$ cat config.mk
export PLATFORM = sky130hd
export DESIGN_NAME = tc_front
export DESIGN_NICKNAME = d
export VERILOG_FILES = /design/src/rtl/tc_pkg.sv /design/src/rtl/tc_seq_rom.sv /design/src/rtl/tc_line_store.sv /design/src/rtl/tc_front.sv
export SDC_FILE = /design/constraint.sdc
export NUM_CORES = 2
export LEC_CHECK = 0
export BUFFER_PORTS_ARGS = -buffer_cell sky130_fd_sc_hd__clkbuf_2
export CAP_MARGIN = 20
export CORE_UTILIZATION = 24
export CTS_CLUSTER_SIZE = 24
export DETAILED_ROUTE_END_ITERATION = 6
export GPL_TIMING_DRIVEN = 0
export SYNTH_ARGS = -nofsm -noshare
export SYNTH_HDL_FRONTEND = slang
export SYNTH_HIERARCHICAL = 1
export SYNTH_SLANG_ARGS = --single-unit
$ cat constraint.sdc
create_clock -name clk -period 13.5 [get_ports clk]
set_input_delay 2.7 -clock clk [delete_from_list [all_inputs] [get_ports clk]]
set_output_delay 2.7 -clock clk [all_outputs]
set_load 0.05 [all_outputs]
$ cat src/rtl/tc_pkg.sv
package tc_pkg;
  typedef enum logic [2:0] {
    S_LOOK  = 3'd0,
    S_BUILD = 3'd1,
    S_WRITE = 3'd2,
    S_DELIV = 3'd3,
    S_ROM   = 3'd4
  } tc_state_t;

  typedef struct packed {
    logic is_br;
    logic taken;
    logic ucode;
  } uop_flags_t;
endpackage

$ cat src/rtl/tc_seq_rom.sv
module tc_seq_rom #(
  parameter int UOP_W     = 16,
  parameter int ROM_DEPTH = 16,
  parameter int SEQ_LEN   = 4,
  parameter int ROM_AW    = $clog2(ROM_DEPTH)
) (
  input  logic [ROM_AW-1:0] addr,
  output logic [UOP_W-1:0]  data,
  output logic              last
);
  logic [ROM_DEPTH-1:0] end_mark;

  // an entry ends its sequence at each SEQ_LEN boundary and at the top
  for (genvar g = 0; g < ROM_DEPTH; g++) begin : g_end
    assign end_mark[g] = ((g % SEQ_LEN) == SEQ_LEN - 1) || (g == ROM_DEPTH - 1);
  end

  assign data = {4'hF, (UOP_W-4)'(addr)};
  assign last = end_mark[addr];
endmodule

$ cat src/rtl/tc_line_store.sv
module tc_line_store
  import tc_pkg::*;
#(
  parameter int PC_W      = 12,
  parameter int UOP_W     = 16,
  parameter int LINES     = 16,
  parameter int LINE_UOPS = 6,
  parameter int IDX_W     = $clog2(LINES),
  parameter int CNT_W     = $clog2(LINE_UOPS + 1)
) (
  input  logic                              clk,
  input  logic                              rst_n,
  input  logic [PC_W-1:0]                   lk_pc,
  output logic                              lk_hit,
  input  logic [IDX_W-1:0]                  rd_line,
  input  logic [CNT_W-1:0]                  rd_slot,
  output logic [UOP_W-1:0]                  rd_pay,
  output uop_flags_t                        rd_flg,
  output logic [CNT_W-1:0]                  rd_cnt,
  output logic [PC_W-1:0]                   rd_next,
  input  logic                              wr_en,
  input  logic [PC_W-1:0]                   wr_pc,
  input  logic [CNT_W-1:0]                  wr_cnt,
  input  logic [PC_W-1:0]                   wr_next,
  input  logic [LINE_UOPS-1:0][UOP_W-1:0]   wr_pay,
  input  uop_flags_t [LINE_UOPS-1:0]        wr_flg
);
  localparam int TAG_W = PC_W - IDX_W;

  logic [LINES-1:0]                 vld_q;
  logic [TAG_W-1:0]                 tag_a [LINES];
  logic [CNT_W-1:0]                 cnt_a [LINES];
  logic [PC_W-1:0]                  nxt_a [LINES];
  logic [LINE_UOPS-1:0][UOP_W-1:0]  pay_a [LINES];
  uop_flags_t [LINE_UOPS-1:0]       flg_a [LINES];

  logic [IDX_W-1:0] lk_idx, wr_idx;
  assign lk_idx = lk_pc[IDX_W-1:0];
  assign wr_idx = wr_pc[IDX_W-1:0];

  always_ff @(posedge clk or negedge rst_n) begin
    if (!rst_n) vld_q <= '0;
    else if (wr_en) vld_q[wr_idx] <= 1'b1;
  end

  always_ff @(posedge clk) begin
    if (wr_en) begin
      tag_a[wr_idx] <= wr_pc[PC_W-1:IDX_W];
      cnt_a[wr_idx] <= wr_cnt;
      nxt_a[wr_idx] <= wr_next;
      pay_a[wr_idx] <= wr_pay;
      flg_a[wr_idx] <= wr_flg;
    end
  end

  assign lk_hit  = vld_q[lk_idx] && (tag_a[lk_idx] == lk_pc[PC_W-1:IDX_W]);
  assign rd_pay  = pay_a[rd_line][rd_slot];
  assign rd_flg  = flg_a[rd_line][rd_slot];
  assign rd_cnt  = cnt_a[rd_line];
  assign rd_next = nxt_a[rd_line];
endmodule

$ cat src/rtl/tc_front.sv
module tc_front
  import tc_pkg::*;
#(
  parameter int              PC_W      = 12,
  parameter int              UOP_W     = 16,
  parameter int              LINES     = 16,
  parameter int              LINE_UOPS = 6,
  parameter int              ROM_DEPTH = 16,
  parameter int              SEQ_LEN   = 4,
  parameter logic [PC_W-1:0] START_PC  = 'h010
) (
  input  logic             clk,
  input  logic             rst_n,
  input  logic             flush_i,
  input  logic [PC_W-1:0]  redirect_pc_i,
  input  logic             dec_valid_i,
  output logic             dec_ready_o,
  input  logic [UOP_W-1:0] dec_payload_i,
  input  logic             dec_is_br_i,
  input  logic             dec_taken_i,
  input  logic             dec_ucode_i,
  input  logic [PC_W-1:0]  dec_tgt_pc_i,
  input  logic [PC_W-1:0]  dec_fall_pc_i,
  output logic [PC_W-1:0]  dec_pc_o,
  output logic             build_mode_o,
  output logic             ex_valid_o,
  input  logic             ex_ready_i,
  output logic [UOP_W-1:0] ex_payload_o,
  output logic             ex_is_br_o,
  output logic             ex_taken_o
);
  localparam int IDX_W  = $clog2(LINES);
  localparam int CNT_W  = $clog2(LINE_UOPS + 1);
  localparam int ROM_AW = $clog2(ROM_DEPTH);

  tc_state_t                       st_q;
  logic [PC_W-1:0]                 pc_q, seg_start_q, fetch_q;
  logic [IDX_W-1:0]                line_q;
  logic [CNT_W-1:0]                slot_q, seg_cnt_q;
  logic [ROM_AW-1:0]               rom_q;
  logic                            seg_br_q;
  logic [LINE_UOPS-1:0][UOP_W-1:0] seg_pay_q;
  uop_flags_t [LINE_UOPS-1:0]      seg_flg_q;

  logic             lk_hit, rom_last, last_slot, second_br, dec_acc, wr_en;
  logic [UOP_W-1:0] rd_pay, rom_data;
  uop_flags_t       rd_flg;
  logic [CNT_W-1:0] rd_cnt;
  logic [PC_W-1:0]  rd_next;

  tc_line_store #(
    .PC_W(PC_W), .UOP_W(UOP_W), .LINES(LINES), .LINE_UOPS(LINE_UOPS)
  ) u_store (
    .clk(clk), .rst_n(rst_n),
    .lk_pc(pc_q), .lk_hit(lk_hit),
    .rd_line(line_q), .rd_slot(slot_q),
    .rd_pay(rd_pay), .rd_flg(rd_flg), .rd_cnt(rd_cnt), .rd_next(rd_next),
    .wr_en(wr_en), .wr_pc(seg_start_q), .wr_cnt(seg_cnt_q), .wr_next(fetch_q),
    .wr_pay(seg_pay_q), .wr_flg(seg_flg_q)
  );

  tc_seq_rom #(
    .UOP_W(UOP_W), .ROM_DEPTH(ROM_DEPTH), .SEQ_LEN(SEQ_LEN)
  ) u_rom (
    .addr(rom_q), .data(rom_data), .last(rom_last)
  );

  assign wr_en        = (st_q == S_WRITE);
  assign build_mode_o = (st_q == S_BUILD);
  assign dec_pc_o     = fetch_q;
  assign second_br    = dec_is_br_i && seg_br_q;
  assign dec_ready_o  = build_mode_o && !second_br;
  assign dec_acc      = dec_valid_i && dec_ready_o;
  assign last_slot    = (slot_q + CNT_W'(1)) == rd_cnt;

  always_comb begin
    ex_valid_o   = (st_q == S_ROM) || ((st_q == S_DELIV) && !rd_flg.ucode);
    ex_payload_o = (st_q == S_ROM) ? rom_data : rd_pay;
    ex_is_br_o   = (st_q == S_DELIV) && rd_flg.is_br;
    ex_taken_o   = (st_q == S_DELIV) && rd_flg.taken;
  end

  // segment buffer carries no reset: only slots below seg_cnt_q are used
  always_ff @(posedge clk) begin
    if (dec_acc) begin
      seg_pay_q[seg_cnt_q] <= dec_payload_i;
      seg_flg_q[seg_cnt_q] <= '{is_br: dec_is_br_i, taken: dec_taken_i, ucode: dec_ucode_i};
    end
  end

  always_ff @(posedge clk or negedge rst_n) begin
    if (!rst_n) begin
      st_q        <= S_LOOK;
      pc_q        <= START_PC;
      line_q      <= '0;
      slot_q      <= '0;
      rom_q       <= '0;
      seg_start_q <= '0;
      fetch_q     <= '0;
      seg_cnt_q   <= '0;
      seg_br_q    <= 1'b0;
    end else if (flush_i) begin
      st_q <= S_LOOK;
      pc_q <= redirect_pc_i;
    end else begin
      unique case (st_q)
        S_LOOK: begin
          if (lk_hit) begin
            st_q   <= S_DELIV;
            line_q <= pc_q[IDX_W-1:0];
            slot_q <= '0;
          end else begin
            st_q        <= S_BUILD;
            seg_start_q <= pc_q;
            fetch_q     <= pc_q;
            seg_cnt_q   <= '0;
            seg_br_q    <= 1'b0;
          end
        end
        S_BUILD: begin
          if (dec_valid_i && second_br) begin
            st_q <= S_WRITE;
          end else if (dec_acc) begin
            seg_cnt_q <= seg_cnt_q + CNT_W'(1);
            seg_br_q  <= seg_br_q | dec_is_br_i;
            fetch_q   <= (dec_is_br_i && dec_taken_i) ? dec_tgt_pc_i : dec_fall_pc_i;
            if (dec_ucode_i || (seg_cnt_q == CNT_W'(LINE_UOPS - 1))) st_q <= S_WRITE;
          end
        end
        S_WRITE: begin
          st_q <= S_LOOK;
          pc_q <= seg_start_q;
        end
        S_DELIV: begin
          if (rd_flg.ucode) begin
            st_q  <= S_ROM;
            rom_q <= rd_pay[ROM_AW-1:0];
          end else if (ex_ready_i) begin
            if (last_slot) begin
              st_q <= S_LOOK;
              pc_q <= rd_next;
            end else begin
              slot_q <= slot_q + CNT_W'(1);
            end
          end
        end
        S_ROM: begin
          if (ex_ready_i) begin
            if (!rom_last) begin
              rom_q <= rom_q + ROM_AW'(1);
            end else if (last_slot) begin
              st_q <= S_LOOK;
              pc_q <= rd_next;
            end else begin
              st_q   <= S_DELIV;
              slot_q <= slot_q + CNT_W'(1);
            end
          end
        end
        default: st_q <= S_LOOK;
      endcase
    end
  end
endmodule

# == Word level (Yosys, flattened, before mapping) ==
# Memory sizes are Yosys's and may differ from the RTL's.
# Cells that the tools add are included.
# totals
reg_bits,184
ramBits,2192
romBits,16
inputBits,60
out_inout_bits,33
word_cells,167
n_memories,6
# op_classes
n_addsub,3
magnitude_cmp,7
n_eq_ne,25
n_mux,61
n_bitwise,4
n_reduce_logical,27
# mem_list
name,words,width,read_ports,rd_ports_with_merged_regs,wr,line_no,text
u_store.pay_a,16,96,1,0,1,tc_line_store.sv:34,logic [LINE_UOPS-1:0][UOP_W-1:0] pay_a [LINES];
u_store.flg_a,16,18,1,0,1,tc_line_store.sv:35,uop_flags_t [LINE_UOPS-1:0] flg_a [LINES];
u_store.nxt_a,16,12,1,0,1,tc_line_store.sv:33,logic [PC_W-1:0] nxt_a [LINES];
u_store.tag_a,16,8,1,0,1,tc_line_store.sv:31,logic [TAG_W-1:0] tag_a [LINES];
u_store.cnt_a,16,3,1,0,1,tc_line_store.sv:32,logic [CNT_W-1:0] cnt_a [LINES];
(no name shown),16,1,1,0,0,tc_seq_rom.sv:19,assign last = end_mark[addr];
# ops
cell,count
$mux 12,10
$bwmux 96,1
$mux 3,20
$bmux 16 s3,1
$demux 16 s3,1
$mux 16,3
$pmux 12 s3,1
$pmux 12 s2,1
$bwmux 18,1
$ne 2x2->1 const B,9
$or 16x16->16,1
$lt 4x5->1 const B,3
$reduce_and 5->1,3
$mux 4,3
$ne 3x3->1 const B,4
$pmux 3 s4,1
$logic_and 1x1->1,11
$bmux 3 s3,1
$demux 3 s3,1
$pmux 3 s3,1
$eq 8x8->1,1
$lt 3x4->1 const B,2
$mux 1,8
$ne 4x2->1 const B,2
other kinds (27),37

# == Logic depth before layout (Yosys ltp) ==
# logic_depth
depth_word,8
depth_mapped,16
ltp_nobuf,11

# == Modules after synthesis ==
# Netlist, hierarchy kept.
# modules_own_cells
module,n_inst,cells_per_inst,area_each_um2,seq_area_each_um2
tc_line_store,1,3393,84045.6,66223.5
tc_front,1,514,6874.1,4775.8
tc_seq_rom,1,19,133.9,0.0

# == Worst setup path before layout ==
# No wires, ideal clock.
# synth_timing
path_kind,register to register
startpoint,register st_q[0]
endpoint,register u_store.vld_q[0]
setup_ps,124
arrival_time_ps,11866
required_ps,13376
setup_slack_ps,1510
stages_incl_launch_ff,8
path_buffers,3
period_less_slack_ps,11990
cell_sequence,dfrtp_1 > buf_6 > clkbuf_1 > clkbuf_1 > nor3_1 > or3b_2 > nor3_1 > or2_2
# synth_between
elab_chain_cells,1
# synth_rtl
element,line_no,text
start: declaration,tc_front.sv:36,tc_state_t st_q;
start signal: assignment,tc_front.sv:93,st_q <= S_LOOK;
start signal: assignment,tc_front.sv:103,st_q <= S_LOOK;
start signal: assignment,tc_front.sv:109,st_q <= S_DELIV;
$eq 3x2->1,tc_front.sv:68,assign wr_en = (st_q == S_WRITE);
net wr_en,tc_front.sv:45,"logic lk_hit, rom_last, last_slot, second_br, dec_acc, wr_en;"
end signal: assignment,tc_line_store.sv:42,if (!rst_n) vld_q <= '0;
end signal: indexed assignment,tc_line_store.sv:43,else if (wr_en) vld_q[wr_idx] <= 1'b1;
end: declaration,tc_line_store.sv:30,logic [LINES-1:0] vld_q;
# The timed path passes the listed nets, and every way through them passes these cells.
# A chain may end at the register's enable or synchronous reset.

# == Final worst setup path ==
# layout_timing
startpoint,register line_q[2]
endpoint,output port ex_payload_o[0]
# layout_between
elab_chain_cells,4
# layout_rtl
element,line_no,text
start: declaration,tc_front.sv:38,logic [IDX_W-1:0] line_q;
start signal: assignment,tc_front.sv:110,line_q <= pc_q[IDX_W-1:0];
$mem_v2 16x96,n/a,
$bmux 16 s3,tc_line_store.sv:57,assign rd_pay = pay_a[rd_line][rd_slot];
$mux 16 (not written as such),tc_line_store.sv:57,
net rd_pay[0],tc_front.sv:46,"logic [UOP_W-1:0] rd_pay, rom_data;"
$mux 16,tc_front.sv:78,ex_payload_o = (st_q == S_ROM) ? rom_data : rd_pay;
end: declaration,tc_front.sv:28,"output logic [UOP_W-1:0] ex_payload_o,"
# The timed path passes the listed nets, and every way through them passes these cells. The select of a mux whose other input is x is not followed.

==> flow_summary.json <==
{
  "power.sequential.fraction_pct": 50.5,
  "cap_violations": 0,
  "syn_area_per_cell_um2": 23.2,
  "setup-tns-final_ns": 0,
  "drtAntennaViolNets": 0,
  "nets": 4534,
  "floorplan.rows": 225,
  "routabilityCongestion": 0.801,
  "worst_ir_drop_vdd_mv": 0.108,
  "setup.worst_path.end": "ex_payload_o[0]",
  "routed-via-count": 46000,
  "cellPowerDensity_nw_per_um2": 162,
  "post_cts_resized": 0,
  "cts-root-to-sink-buffers": 4,
  "cp-startpoint": "line_q[2]",
  "timing.final.max_slew_violations": 0,
  "wirelength_um": 263000,
  "cp-start-kind": "flip-flop",
  "static-leakage-power_nw": 32.9,
  "dpl.hpwl_um": 177000,
  "vertical_extent_of_the_die_um": 618,
  "cts_setup_buffers": 0,
  "core_um2": 377000,
  "worst_setup_path_end_kind": "primary output",
  "pre_cts_setup_slack_ns": 5.24,
  "worst_r2r_endpoint": "st_q[0]",
  "area_growth_pct": 19.4,
  "outcome": "finished, final reports clean",
  "clock-skew-final_ns": 0.0594,
  "numPlacedInstances": 9236,
  "net_switching_power_of_the_design_mw": 4.66,
  "ctsHoldBuffers": 0,
  "count_of_tritonroute_iterations_in_the_first_routing_pass": 6,
  "worst_skew_pair.late_latency_ns": 0.88,
  "synthDistinctLibCells": 74,
  "final_layout_size_suffix_gt1_share_pct": 31.3,
  "grt_pass1_vias": 45000,
  "timing.critical_path.arrival_ns": 6.47,
  "synthArstFlopShare_pct": 2.95,
  "synth-seq-cells": 2376,
  "postSynth.topFlopCell": "edfxtp_1",
  "tritoncts": "yes",
  "clock_sinks": 2376,
  "drcViolationCount": 0,
  "synth_top_area_share_pct": 76.1,
  "setup_ws_ns": 4.33,
  "worst_slew_pin_slew_ns": 1.23,
  "worst-r2r-setup-slack_ns": 7.42,
  "grt.overflow.total": 0,
  "grt_start_max_net_pins": 55,
  "post-route-min-period_ns": 9.17,
  "floorplan.initialDensity_pct": 24.2,
  "internal_power_mw": 12.9,
  "worstHoldPathType": "flip-flop to flip-flop",
  "post_synthesis_sequential_area_ratio_pct": 78.0,
  "syn-instance-count": 3926,
  "cts_max_level": 4,
  "timing.critical_path.required_ns": 10.80,
  "synth-warning-count": 6,
  "layout.cells.non_filler": 9642,
  "grt_setup_unrepaired": "no",
  "viasPerCell": 4.77,
  "portBuffers": 92,
  "remaining_max_slew_budget_at_the_tightest_pin_pct": 17.6,
  "hold_viol": 0,
  "r2r_start": "line_q[1]",
  "achievable-frequency_ghz": 0.109,
  "root_buffer": "clkbuf_16",
  "period_share_pct": 67.9,
  "total_grt_usage_pct": 13.4,
  "ff2ff_path_depth": 14,
  "synthDominantAreaCellType": "edfxtp_1",
  "wire_per_inst_um": 27.3,
  "power.clock.fraction_pct": 35.4,
  "power.switching_fraction_pct": 26.5,
  "crit_path_max_fanout": 10,
  "netlist_top_cells_area": "edfxtp_1, mux4_2, dfrtp_1",
  "chipWidth_um": 618,
  "io-pin-count": 93,
  "finalSetupViolations": 0,
  "timing_worst_setup_path_type": "flip-flop to primary output",
  "netlist_area_um2": 91100,
  "cts_buffers": 222,
  "power.share.combinational_pct": 14.0,
  "grt_first_pass_wirelength_um": 363000,
  "first_iter_violations": 6616,
  "antenna_violations_before_repair": 35,
  "synth-edff-count": 2306,
  "path_clk_slew_ns": 0.06,
  "die_area_um2": 382000
}
## critical path: stages, from the launching register on
cell and delay, ns:
dfrtp_1 0.62, buf_2 0.35, buf_2 0.49, clkbuf_1 0.89, clkbuf_2 0.79, mux2i_1 0.99
nor2_1 0.10, a31oi_1 0.50, o21ai_1 0.28, nand2_1 0.17, nand2_1 0.17, clkbuf_2 0.28
## through the flow
stage | power [mW] | hold slack [ns] | instance area [um2] | utilization (%)
floorplan | 10.3 | 0.434 | 91100 | -
global placement | 11.5 | 0.447 | 97800 | 26.0
detailed placement | 11.5 | 0.452 | 102000 | 27.0
CTS | 17.7 | 0.468 | 109000 | 28.8
global route | 18.1 | 0.474 | 109000 | 28.9
finish | 17.6 | 0.461 | 109000 | 28.9
## worst min path at each step
| stage | start | cells past startpoint | to |
|---|---|---|---|
| floorplan | u_store/vld_q[12] | 1 | u_store/vld_q[12] |
| global placement | u_store/vld_q[2] | 1 | u_store/vld_q[2] |
| detailed placement | u_store/vld_q[14] | 1 | u_store/vld_q[14] |
| CTS | u_store/vld_q[2] | 1 | u_store/vld_q[2] |
| global route | u_store/vld_q[3] | 1 | u_store/vld_q[3] |
| finish | u_store/vld_q[11] | 1 | u_store/vld_q[11] |
## cells in the final DEF, fill, tap and decap left out, types with 12 or more instances in the layout
cell type,n
edfxtp_1,2306
mux2i_1,123
dfrtp_1,69
bufinv_16,24
buf_2,75
nor2b_1,26
nor2_1,34
a22oi_1,34
mux4_2,632
or2_2,17
clkinv_1,46
o22ai_1,27
clkinv_2,42
buf_16,26
conb_1,12
o21ai_0,21
nor2_4,16
nand2_1,135
nand3_1,17
buf_12,78
clkbuf_2,93
mux2_2,13
buf_4,49
buf_6,96
clkbuf_1,107
a21oi_1,58
clkbuf_16,228
buf_1,27
buf_8,27
o311ai_1,17
## power groups by stage
stage	Clock (mW)	Combinational [mW]	Sequential, mW
floorplan	0	1.34	9.00
global placement	0	2.32	9.14
detailed placement	0	2.47	9.05
CTS	6.31	2.48	8.89
global route	6.59	2.57	8.93
finish	6.23	2.47	8.89
## per-layer routing
layer,GRT usage (%),routed length [um],vias to the layer above
met5,0,112,-
met3,2.65,25100,394
met1,18.8,108000,25200
li1,-,-,17800
met4,3.38,7020,18
met2,21.3,122000,2532
## cell type report
type / instances / area [um2]
repair buffers: 310 / 4110
fillers: 36400 / 268000
clock buffers: 278 / 5930
well taps: 4994 / 6250
inverters: 11 / 41.3
flip-flops and latches: 2376 / 71000
diodes: 5 / 12.5
multi-input cells: 1326 / 19000
clock inverters: 119 / 1170
plain buffers: 223 / 1200
## state kept, by name, indices dropped and copies added, names as in the netlist
signal,cells
u_store/tag_a,128
st_q,3
rom_q,4
u_store/vld_q,16
seg_cnt_q,3
seg_start_q,12
line_q,4
dec_pc_o,12
slot_q,3
pc_q,12
u_store/pay_a,1536
seg_flg_q,18
seg_br_q,1
seg_pay_q,96
u_store/cnt_a,48
u_store/nxt_a,192
u_store/flg_a,288
## synthesized netlist by cell type (8+ instances only)
cell and count:
nand3_1 17, a21oi_1 58, buf_4 44, o311ai_1 17
edfxtp_1 2306, buf_2 73, o21ai_0 21, xnor2_1 8
buf_6 14, buf_1 29, clkbuf_1 63, nand2b_1 9
mux2i_1 123, a22oi_1 34, a211oi_1 9, inv_1 9
nor2b_1 26, nor3_1 10, or2_2 17, mux4_2 632
nor2_1 51, dfrtp_1 69, o21ai_1 10, nand2_1 135
o211ai_1 10, mux2_2 13, o22ai_1 27
## logic make-up (layout without fill, tap and decap cells)
| logic type | count (synthesis) | in the layout | synth area share, % |
|---|---|---|---|
| AOI/OAI and AO/OA | 235 | 235 | 1.77 |
| DFF | 2376 | 2376 | 78.0 |
| adders and majority gates | 4 | 4 | 0.0550 |
| buffers and inverters | 234 | 941 | 1.36 |
| muxes | 769 | 769 | 17.2 |
| other | 2 | 17 | 0.00825 |
| xor gates and xnor gates | 12 | 12 | 0.132 |
| and+or+nand+nor | 294 | 294 | 1.53 |
Power figures use the tool's default switching activity.
